==> config.mk <==
export PLATFORM = sky130hd
export DESIGN_NAME = dlist_fetcher
export DESIGN_NICKNAME = d
export VERILOG_FILES = /design/src/rtl/dlf_pkg.sv /design/src/rtl/dlf_mem_reader.sv /design/src/rtl/dlf_cursor_track.sv /design/src/rtl/dlist_fetcher.sv
export SDC_FILE = /design/constraint.sdc
export NUM_CORES = 1
export LEC_CHECK = 0
export ABC_AREA = 1
export BUFFER_PORTS_ARGS = -buffer_cell sky130_fd_sc_hd__buf_2
export CAP_MARGIN = 20
export CELL_PAD_IN_SITES_DETAIL_PLACEMENT = 1
export CELL_PAD_IN_SITES_GLOBAL_PLACEMENT = 1
export CORE_ASPECT_RATIO = 0.9
export CORE_MARGIN = 2
export CORE_UTILIZATION = 36
export DETAILED_ROUTE_END_ITERATION = 8
export HOLD_SLACK_MARGIN = 0.02
export PLACE_DENSITY = 0.8
export SYNTH_ARGS = -nofsm -noshare
export SYNTH_HDL_FRONTEND = slang
export SYNTH_SLANG_ARGS = --single-unit
==> constraint.sdc <==
create_clock -name clk -period 4.42 [get_ports clk]
set_input_delay 0.221 -clock clk [delete_from_list [all_inputs] [get_ports clk]]
set_output_delay 0.221 -clock clk [all_outputs]
set_load 0.05 [all_outputs]
==> src/rtl/dlf_pkg.sv <==
package dlf_pkg;
  localparam int WORD_W = 16;

  typedef enum logic [1:0] {
    AUX_NONE = 2'd0,
    AUX_CTRL = 2'd1,
    AUX_PAL  = 2'd2
  } aux_kind_e;

  typedef struct packed {
    logic [6:0] octet;
    logic [2:0] pixel;
    logic       graphic;
    logic [3:0] color;
  } cursor_t;

  function automatic cursor_t decode_ctl(input logic [14:0] w);
    cursor_t c;
    c.color   = w[3:0];
    c.graphic = w[4];
    c.pixel   = w[7:5];
    c.octet   = w[14:8];
    return c;
  endfunction
endpackage

==> src/rtl/dlf_mem_reader.sv <==
module dlf_mem_reader #(
  parameter int ACK_TIMEOUT = 16,
  parameter int AW          = 16
) (
  input  logic          clk,
  input  logic          rst,
  input  logic          issue,
  input  logic [AW-1:0] issue_addr,
  output logic          mem_req,
  output logic [AW-1:0] mem_addr,
  input  logic          mem_ack,
  output logic          done,
  output logic          timed_out
);
  localparam int TW = $clog2(ACK_TIMEOUT + 1);

  logic [TW-1:0] wait_q;

  assign done      = mem_req & mem_ack;
  assign timed_out = mem_req & ~mem_ack & (wait_q == TW'(ACK_TIMEOUT - 1));

  always_ff @(posedge clk) begin
    if (rst) begin
      mem_req  <= 1'b0;
      mem_addr <= '0;
      wait_q   <= '0;
    end else if (issue) begin
      mem_req  <= 1'b1;
      mem_addr <= issue_addr;
      wait_q   <= '0;
    end else if (done || timed_out) begin
      mem_req  <= 1'b0;
    end else if (mem_req) begin
      wait_q   <= wait_q + 1'b1;
    end
  end


  req_hold_chk: assert property (@(posedge clk) disable iff (rst)
    (mem_req && !mem_ack && !timed_out && !issue) |=> (mem_req && $stable(mem_addr)));


  wait_bound_chk: assert property (@(posedge clk) disable iff (rst)
    mem_req |-> (wait_q < TW'(ACK_TIMEOUT)));
endmodule

==> src/rtl/dlf_cursor_track.sv <==
module dlf_cursor_track
  import dlf_pkg::*;
(
  input  logic        clk,
  input  logic        rst,
  input  logic        clr,
  input  logic        upd,
  input  logic        tog,
  input  logic        load,
  input  logic [14:0] ctl,
  output logic        on_nxt,
  output cursor_t     par_nxt
);
  logic    on_q;
  cursor_t par_q;

  always_comb begin
    on_nxt  = on_q ^ tog;
    par_nxt = load ? decode_ctl(ctl) : par_q;
  end

  always_ff @(posedge clk) begin
    if (rst || clr) begin
      on_q  <= 1'b0;
      par_q <= '0;
    end else if (upd) begin
      on_q  <= on_nxt;
      par_q <= par_nxt;
    end
  end


  par_hold_chk: assert property (@(posedge clk) disable iff (rst)
    (!clr && !(upd && load)) |=> $stable(par_q));
endmodule

==> src/rtl/dlist_fetcher.sv <==
module dlist_fetcher
  import dlf_pkg::*;
#(
  parameter int               ROWS        = 306,
  parameter logic [WORD_W-1:0] START_ADDR = 16'o270,
  parameter int               ACK_TIMEOUT = 16
) (
  input  logic              clk,
  input  logic              rst,
  input  logic              frame_start,
  output logic              mem_req,
  output logic [WORD_W-1:0] mem_addr,
  input  logic              mem_ack,
  input  logic [WORD_W-1:0] mem_rdata,
  output logic              rec_valid,
  input  logic              rec_ready,
  output logic [WORD_W-1:0] rec_line_addr,
  output logic              rec_cursor_on,
  output logic [1:0]        rec_aux_kind,
  output logic [2*WORD_W-1:0] rec_aux_word,
  output logic [3:0]        rec_cur_color,
  output logic              rec_cur_graphic,
  output logic [2:0]        rec_cur_pixel,
  output logic [6:0]        rec_cur_octet,
  output logic              rec_blank
);
  localparam int RW = $clog2(ROWS + 1);

  typedef enum logic [1:0] {S_IDLE, S_READ, S_OUT} state_e;

  state_e            state_q;
  logic [1:0]        step_q;
  logic [WORD_W-1:0] entry_q, line_q, ptr_q, auxlo_q;
  logic              ext_q, pal_q, aborted_q;
  logic [RW-1:0]     row_q;

  logic [WORD_W-1:0]   rec_line_q;
  logic                rec_cur_q, rec_blank_q;
  aux_kind_e           rec_kind_q;
  logic [2*WORD_W-1:0] rec_aux_q;
  cursor_t             rec_par_q;

  logic              rd_issue, rd_done, rd_tmo;
  logic [WORD_W-1:0] rd_addr, ptr_w, next_a;
  logic              commit, cur_clr, last_row;
  logic              cur_on_n;
  cursor_t           cur_par_n;

  dlf_mem_reader #(.ACK_TIMEOUT(ACK_TIMEOUT), .AW(WORD_W)) u_rd (
    .clk(clk), .rst(rst), .issue(rd_issue), .issue_addr(rd_addr),
    .mem_req(mem_req), .mem_addr(mem_addr), .mem_ack(mem_ack),
    .done(rd_done), .timed_out(rd_tmo)
  );

  dlf_cursor_track u_cur (
    .clk(clk), .rst(rst), .clr(cur_clr), .upd(commit), .tog(ptr_w[0]),
    .load(ext_q && !pal_q), .ctl(auxlo_q[14:0]),
    .on_nxt(cur_on_n), .par_nxt(cur_par_n)
  );

  assign ptr_w    = (step_q == 2'd1) ? mem_rdata : ptr_q;
  assign next_a   = ptr_w[1] ? ((ptr_w & ~WORD_W'(7)) + WORD_W'(4))
                             : (ptr_w & ~WORD_W'(3));
  assign last_row = (row_q == RW'(ROWS - 1));
  assign cur_clr  = (state_q == S_IDLE) && frame_start;

  always_comb begin
    rd_issue = 1'b0;
    rd_addr  = entry_q;
    commit   = 1'b0;
    unique case (state_q)
      S_IDLE: begin
        if (frame_start) begin
          rd_issue = 1'b1;
          rd_addr  = START_ADDR;
        end
      end
      S_READ: begin
        if (rd_done) begin
          unique case (step_q)
            2'd0: begin rd_issue = 1'b1; rd_addr = entry_q + WORD_W'(2); end
            2'd1: begin
              if (ext_q) begin rd_issue = 1'b1; rd_addr = entry_q - WORD_W'(4); end
              else commit = 1'b1;
            end
            2'd2: begin rd_issue = 1'b1; rd_addr = entry_q - WORD_W'(2); end
            default: commit = 1'b1;
          endcase
        end
      end
      default: begin
        if (rec_ready && !last_row && !aborted_q) rd_issue = 1'b1;
      end
    endcase
  end

  always_ff @(posedge clk) begin
    if (rst) begin
      state_q     <= S_IDLE;
      step_q      <= 2'd0;
      entry_q     <= '0;
      line_q      <= '0;
      ptr_q       <= '0;
      auxlo_q     <= '0;
      ext_q       <= 1'b0;
      pal_q       <= 1'b0;
      aborted_q   <= 1'b0;
      row_q       <= '0;
      rec_line_q  <= '0;
      rec_cur_q   <= 1'b0;
      rec_kind_q  <= AUX_NONE;
      rec_aux_q   <= '0;
      rec_par_q   <= '0;
      rec_blank_q <= 1'b0;
    end else begin
      unique case (state_q)
        S_IDLE: begin
          if (frame_start) begin
            state_q   <= S_READ;
            step_q    <= 2'd0;
            entry_q   <= START_ADDR;
            ext_q     <= 1'b0;
            pal_q     <= 1'b0;
            aborted_q <= 1'b0;
            row_q     <= '0;
          end
        end
        S_READ: begin
          if (rd_tmo) begin
            aborted_q   <= 1'b1;
            state_q     <= S_OUT;
            step_q      <= 2'd0;
            rec_line_q  <= '0;
            rec_cur_q   <= 1'b0;
            rec_kind_q  <= AUX_NONE;
            rec_aux_q   <= '0;
            rec_par_q   <= '0;
            rec_blank_q <= 1'b1;
          end else if (rd_done) begin
            unique case (step_q)
              2'd0: begin line_q <= mem_rdata; step_q <= 2'd1; end
              2'd1: begin ptr_q <= mem_rdata; if (ext_q) step_q <= 2'd2; end
              2'd2: begin auxlo_q <= mem_rdata; step_q <= 2'd3; end
              default: ;
            endcase
            if (commit) begin
              state_q     <= S_OUT;
              step_q      <= 2'd0;
              rec_line_q  <= line_q;
              rec_cur_q   <= cur_on_n;
              rec_par_q   <= cur_par_n;
              rec_kind_q  <= !ext_q ? AUX_NONE : (pal_q ? AUX_PAL : AUX_CTRL);
              rec_aux_q   <= ext_q ? {mem_rdata, auxlo_q} : '0;
              rec_blank_q <= 1'b0;
              entry_q     <= next_a;
              ext_q       <= ptr_w[1];
              pal_q       <= ptr_w[2];
            end
          end
        end
        default: begin
          if (rec_ready) begin
            row_q <= row_q + 1'b1;
            if (last_row)        state_q <= S_IDLE;
            else if (!aborted_q) state_q <= S_READ;
          end
        end
      endcase
    end
  end

  assign rec_valid       = (state_q == S_OUT);
  assign rec_line_addr   = rec_line_q;
  assign rec_cursor_on   = rec_cur_q;
  assign rec_aux_kind    = rec_kind_q;
  assign rec_aux_word    = rec_aux_q;
  assign rec_cur_color   = rec_par_q.color;
  assign rec_cur_graphic = rec_par_q.graphic;
  assign rec_cur_pixel   = rec_par_q.pixel;
  assign rec_cur_octet   = rec_par_q.octet;
  assign rec_blank       = rec_blank_q;


  no_read_in_stall_chk: assert property (@(posedge clk) disable iff (rst)
    rec_valid |-> !mem_req);


  record_stable_chk: assert property (@(posedge clk) disable iff (rst)
    (rec_valid && !rec_ready) |=> (rec_valid && $stable(rec_line_addr) &&
      $stable(rec_aux_word) && $stable(rec_cursor_on) && $stable(rec_blank) &&
      $stable(rec_aux_kind)));


  blank_fields_chk: assert property (@(posedge clk) disable iff (rst)
    rec_blank |-> (rec_aux_kind == 2'd0 && !rec_cursor_on && rec_line_addr == '0 &&
      rec_aux_word == '0));


  row_bound_chk: assert property (@(posedge clk) disable iff (rst)
    (state_q != S_IDLE) |-> (row_q < RW'(ROWS)));
endmodule

==> results of run 1 <==
==> layer usage <==
metal,up-vias,GRT usage,routed length [microns]
li1,4432,-,-
met1,4409,0.3152,14410
met2,203,0.3739,14310
met3,38,0.03714,1255
met4,0,0.06283,505
met5,-,0,0
==> critical path: stages, from the launching register on <==
cell and delay (ps):
dfxtp_1 800, nor2_4 190, inv_2 440, nor2_4 170, buf_4 240, nand2_1 360
clkinv_1 540, o21ai_0 360, a21oi_1 70
==> state kept, by name (all words and copies together) (netlist names), 2 cells and up <==
| name | cells |
|---|---|
| rec_aux_kind | 2 |
| u_rd.wait_q | 5 |
| rec_line_addr | 16 |
| rec_aux_word | 32 |
| step_q | 2 |
| line_q | 16 |
| rec_cur_pixel | 3 |
| state_q | 2 |
| rec_cur_octet | 7 |
| u_cur.par_q | 15 |
| auxlo_q | 16 |
| u_rd.mem_addr | 16 |
| row_q | 9 |
| rec_cur_color | 4 |
| ptr_q | 16 |
| entry_q | 16 |
==> placed cells by master (no fill, tap or decap), types with 13 or more instances in the layout <==
| cell type | Yosys | routed |
|---|---|---|
| nand2_2 | 14 | 14 |
| dfxtp_1 | 185 | 185 |
| o21ai_0 | 125 | 125 |
| buf_2 | 19 | 105 |
| nand3_1 | 56 | 56 |
| inv_2 | 12 | 13 |
| nor2_1 | 153 | 152 |
| a21oi_1 | 149 | 149 |
| o211ai_1 | 20 | 20 |
| or2_2 | 17 | 17 |
| inv_1 | 87 | 86 |
| clkbuf_16 | 0 | 17 |
| nand2_1 | 308 | 308 |
| a211oi_1 | 19 | 19 |
==> cell usage after synthesis, types with 2 or more instances <==
cell,instances,area (sq um)
a211oi_1,19,142.6
a21oi_1,149,745.7
buf_1,6,22.52
buf_2,19,95.09
buf_4,7,52.55
buf_6,10,112.6
clkbuf_1,28,105.1
clkinv_1,4,15.01
dfxtp_1,185,3704
ha_1,11,137.6
inv_1,87,326.6
inv_2,12,45.04
inv_4,2,12.51
mux2i_1,12,120.1
nand2_1,308,1156
nand2_2,14,87.58
nand2_4,3,33.78
nand3_1,56,280.3
nand3_2,3,30.03
nand4_1,3,18.77
nor2_1,153,574.3
nor2_2,9,56.30
nor2_4,5,56.30
nor3_1,4,20.02
o211ai_1,20,150.1
o21ai_0,125,625.6
o21ai_1,6,30.03
o21ai_2,2,17.52
o22ai_1,9,56.30
o31ai_1,4,30.03
or2_2,17,106.4
xor2_1,3,26.28
==> final cells by class <==
cell class	count	area, sq um
Fill cell	3280	14650
Multi-Input combinational cell	948	4623
Clock buffer	17	425.4
Inverter	106	404.1
Sequential cell	185	3704
Timing Repair Buffer	117	615.6
Tap cell	342	427.9
Clock inverter	15	196.4
==> stage by stage <==
step | total power (W) | cells | utilization
after floorplan | 0.002271 | 1309 | -
after detailed placement | 0.002459 | 1698 | 0.3902
after global placement | 0.002441 | 1698 | 0.3902
after CTS | 0.004076 | 1730 | 0.4150
after global routing | 0.004230 | 1730 | 0.4150
final | 0.004061 | 1730 | 0.4150
==> cells by family (layout without fill, tap and decap cells) <==
kind of cell | Yosys count | in the layout | synth area share
multiplexers | 12 | 12 | 0.01318
AO/OA/AOI/OAI | 339 | 339 | 0.2018
XOR/XNOR | 5 | 5 | 0.005628
flip-flops | 185 | 185 | 0.4063
AND/OR/NAND/NOR | 581 | 581 | 0.2712
buffers and inverters | 176 | 255 | 0.08688
adder cells (fa/ha/maj) | 11 | 11 | 0.01510
==> final timing paths <==
path | endpoint | cells after the start | from
setup / recovery | line_q[8]$_SDFFE_PP0P_ | 8 | state_q[1]$_SDFFE_PP0P_
hold / removal | rec_aux_word[24]$_SDFFE_PP0P_ | 3 | mem_rdata[8]
setup reg to reg | line_q[8]$_SDFFE_PP0P_ | 8 | state_q[1]$_SDFFE_PP0P_
hold reg to reg | u_rd.mem_addr[0]$_SDFFE_PP0P_ | 2 | u_rd.mem_addr[0]$_SDFFE_PP0P_
==> power by group through the flow <==
stage / clock network (W) / logic (W) / registers [W]
global placement: 0 / 0.000642 / 0.00180
detailed placement: 0 / 0.000659 / 0.00180
global route: 0.00173 / 0.000736 / 0.00177
floorplan: 0 / 0.000442 / 0.00183
CTS: 0.00165 / 0.000665 / 0.00176
finish: 0.00163 / 0.000670 / 0.00176
==> results.cfg, run 1 <==
[power_and_ir_drop]
seqPwrFrac = 0.434
ir_worst_vdd_mv = 0.1986
leakage_nw = 4.566
pwr_density_cell_nw_per_um2 = 390.6
power.switching_w = 0.001351
pwr-share-comb = 0.165
internal-power_w = 0.002711
power.clock.fraction = 0.401
p_sw_frac = 0.3325

[timing]
max_slew_margin = 0.3552
period_share = 0.7429
fin_skew_ps = 15.11
period_minus_slack_ps = 3284
final_hold_viol_count = 0
rsz0062_at_grt = no
finalSetupViolations = 0
worst_slack_ps = 1136
fin_tns_setup_ps = 0
worst_pin_slew_ps = 967.1
fmax_mhz = 304.5
hold_ws_ps = 67.62
maxSlewViolCount = 0

[run]
maxCapViolCount = 0

[clock_tree]
cts_tree = done
numCtsBuffers = 17
cts-resized-gates = 0
cts.clk_slew.worst_paths_ps = 70
clockRootBuffer = clkbuf_16
clock_latency_ps = 440
numClockSinks = 185
clk_path_buf_depth = 2
htreeDepth = 4
cts.hold.buffers_added = 0
post-cts-setup-buffer-count = 0

[global_route]
grt_pass1_wl_mm = 48.79
grt_max_degree = 81
gr-total-overflow = 0
grt_pass1_vias = 9078
antenna_found_initial = 0
grt_use_total = 0.2297

[yosys]
synth_edf_count = 0
syn_area_sq_um = 9116
synth_ff_type = dfxtp_1
ys_seq_area_frac = 0.4063
yosysUniqueCellTypes = 46
synth_seq_cells = 185
yosys_warnings = 0
syn_area_per_cell_sq_um = 6.964
synth_nets = 1341
async_flop_share = 0
netlist_instances = 1309

[place]
gp_congestion = 0.8530
hpwl_mm = 21.39
dp_slack_ps = 1287
place_area_sq_um = 9774
portBuffers = 105

[route]
first_pass_iters = 5
drtAntennaViolNets = 0
drc = 0
wl_per_cell_microns = 17.62
vias_per_cell = 5.250
drt_wl_total_mm = 30.48
vias = 9082
drtIter0Drc = 610

[setup_path]
required_ps = 4730
path_class = register to register
start_kind = register
rrSetupSlack_ps = 1140
cp.arrival_ps = 3600
cp-end-kind = register
worstPathMaxFanout = 29

[status]
outcome = finished, final reports clean

[floorplanning]
dieArea_sq_um = 26610
die_x_microns = 171.7
core_sq_um = 25050
io-pin-count = 106
num_rows = 55
die_y_microns = 155.0
start_util = 0.3639

[layout]
postLayoutCellArea_sq_um = 10400
layout.nets = 1407
antenna_cells = 0
drive_gt1_frac = 0.1607
area.growth.synth_to_final_pct = 14.04

[worst_hold_path]
hp-class = input port to register
Power figures use the tool's default switching activity.
==> run 2: changes to the inputs <==
- ABC_AREA: 1 -> 0
- PLACE_DENSITY: 0.8 -> 0.81
- clock period: 4.42 -> 2.64 ns (I/O delays scaled with it)
==> run 2 against run 1 <==
Synthesized cell count decreased by 12%. Flip-flop and latch count unchanged. Combinational power down 8.8%. Non-clock buffer count up 60. Critical endpoint is now u_rd.mem_addr[15]$_SDFFE_PP0P_.
==> results.cfg, run 2 <==
[floorplanning]
dieArea_sq_um = 25840
start_util = 0.3657
num_rows = 54
core_sq_um = 24190
die_y_microns = 152.7
die_x_microns = 169.2
io-pin-count = 106

[route]
drt_wl_total_mm = 31.67
vias_per_cell = 5.724
drtIter0Drc = 744
vias = 8993
first_pass_iters = 5
drc = 0
drtAntennaViolNets = 0
wl_per_cell_microns = 20.16

[setup_path]
path_class = register to register
required_ps = 3010
crit_chain = inv_2 -> ha_4 -> xor2_1 -> ha_2 -> or3_4 -> a21oi_4 -> a211oi_2 -> o21ai_4 -> o221ai_2 -> a311o_1 -> a31oi_1
worstPathMaxFanout = 7
max_stage_delay_ps = 380
rrSetupSlack_ps = 120
start_kind = register
cp.arrival_ps = 2900
cp_slowest_cell = dfxtp_4
cp-end-kind = register

[clock_tree]
htreeDepth = 4
cts.clk_slew.worst_paths_ps = 80
cts_tree = done
clk_path_buf_depth = 2
clock_latency_ps = 450
clockRootBuffer = clkbuf_16
numClockSinks = 185
numCtsBuffers = 17

[yosys]
synth_ff_type = dfxtp_1
synth_top_area_frac = 0.4187
syn_area_per_cell_sq_um = 7.692
netlist_instances = 1150
syn_area_sq_um = 8846
synth_nets = 1182
netlist_top_cells_count = nand2_1 (208), dfxtp_1 (185), a21oi_1 (166)
async_flop_share = 0
synth_seq_cells = 185
synth.area.top_cells = dfxtp_1 (42%), a21oi_1 (9.4%), nand2_1 (8.8%)
synth_largest_area_cell = dfxtp_1
yosys_warnings = 0
yosysMostFrequentCell = nand2_1
synth_edf_count = 0
ys_seq_area_frac = 0.4187
yosysUniqueCellTypes = 76

[power_and_ir_drop]
internal-power_w = 0.004283
p_sw_frac = 0.2936
pwr-share-comb = 0.101
power.clock.fraction = 0.427
leakage_nw = 3.924
seqPwrFrac = 0.473
power.switching_w = 0.001781
total_power_w = 0.006064
pwr_density_cell_nw_per_um2 = 571.3
ir_worst_vdd_mv = 0.2969

[layout]
final_common_cell = nand2_1
area.growth.synth_to_final_pct = 19.99
antenna_cells = 0
drive_gt1_frac = 0.1758
final_cell_mix = nand2_1 (207), dfxtp_1 (183), a21oi_1 (165), nor2_1 (123), buf_2 (104)
layout.nets = 1282
largest_register_ff_count = 32

[global_route]
gr-total-overflow = 0
grt_use_total = 0.2455
grt_pass1_wl_mm = 50.43
antenna_found_initial = 0
grt_pass1_vias = 9174
grt_max_degree = 71

[timing]
max_slew_margin = 0.5271
fmax_mhz = 396.2
worst_slack_ps = 115.8
worst_pin_slew_ps = 709.4
hold_ws_ps = 40.91
final_hold_viol_count = 0
period_minus_slack_ps = 2524
maxSlewViolCount = 0
period_share = 0.9561
fin_skew_ps = 13.64
finalSetupViolations = 0

[status]
outcome = finished, final reports clean

[place]
gp_congestion = 0.9092
hpwl_mm = 21.34
portBuffers = 105
dp_slack_ps = 65.32

[run]
maxCapViolCount = 0

[worst_hold_path]
hp-class = input port to register
run 2: worst max-delay path, delay by kind of cell (launching register included):
family	cells	cell delay (ps)
AND/OR/NAND/NOR	1	350
AO/OA/AOI/OAI	6	1110
adder cells (fa/ha/maj)	2	380
XOR/XNOR	1	150
flip-flops	1	380
buffers and inverters	1	70
run 2: path summary, 6_finish.rpt:
kind / from / end / depth (start not counted)
setup / recovery: step_q[0]$_SDFFE_PP0P_ / u_rd.mem_addr[15]$_SDFFE_PP0P_ / 11
setup reg to reg: step_q[0]$_SDFFE_PP0P_ / u_rd.mem_addr[15]$_SDFFE_PP0P_ / 11
hold reg to reg: rec_aux_word[12]$_SDFFE_PP0P_ / rec_aux_word[12]$_SDFFE_PP0P_ / 2
hold / removal: mem_rdata[11] / line_q[11]$_SDFFE_PP0P_ / 3
run 2: through the flow:
stage                     area [sq um]  cells  setup TNS [ps]    util
after floorplan                   8892   1150          -242.8       -
after global placement            9863   1522               0  0.4078
after detailed placement          9863   1522               0  0.4078
after CTS                        10570   1566               0  0.4368
after global routing             10610   1571          -6.136  0.4388
final                            10610   1571               0  0.4388
run 2: cell type report:
type	count	area, sq um
Clock buffer	18	429.2
Clock inverter	14	150.1
Fill cell	3010	13570
Inverter	17	63.81
Multi-Input combinational cell	852	4703
Sequential cell	185	3709
Tap cell	308	385.4
Timing Repair Buffer	177	1174
run 2: what timing repair did:
item                       in CTS  in global routing
buffers inserted                0                  5
setup endpoints to repair       3                  3
hold buffers                   12                  0
pin swaps                       0                  4
gates resized for setup         1                  4
hold endpoints to repair       32                  0
run 2: cell families (layout without fill, tap and decap cells):
group	count (synthesis)	after routing	synth area share
xor+xnor	29	29	0.02871
buf+inv	113	226	0.05431
simple gates	474	474	0.2372
fa+ha+maj	11	11	0.01556
mux	21	21	0.02390
compound gates	317	317	0.2216
flops	185	185	0.4187
run 2: power by group through the flow:
| stage | logic (W) | clock network, W | registers, W |
|---|---|---|---|
| floorplan | 0.000307 | 0 | 0.00297 |
| global route | 0.000654 | 0.00273 | 0.00287 |
| finish | 0.000611 | 0.00259 | 0.00287 |
| CTS | 0.000592 | 0.00262 | 0.00287 |
| detailed placement | 0.000572 | 0 | 0.00293 |
| global placement | 0.000565 | 0 | 0.00293 |
run 2: layer usage:
metal / vias up / part of all wire / track usage
li1: 4197 / - / -
met1: 4457 / 0.46 / 0.3296
met2: 276 / 0.46 / 0.3948
met3: 63 / 0.054 / 0.04208
met4: 0 / 0.026 / 0.09198
met5: - / 0 / 0
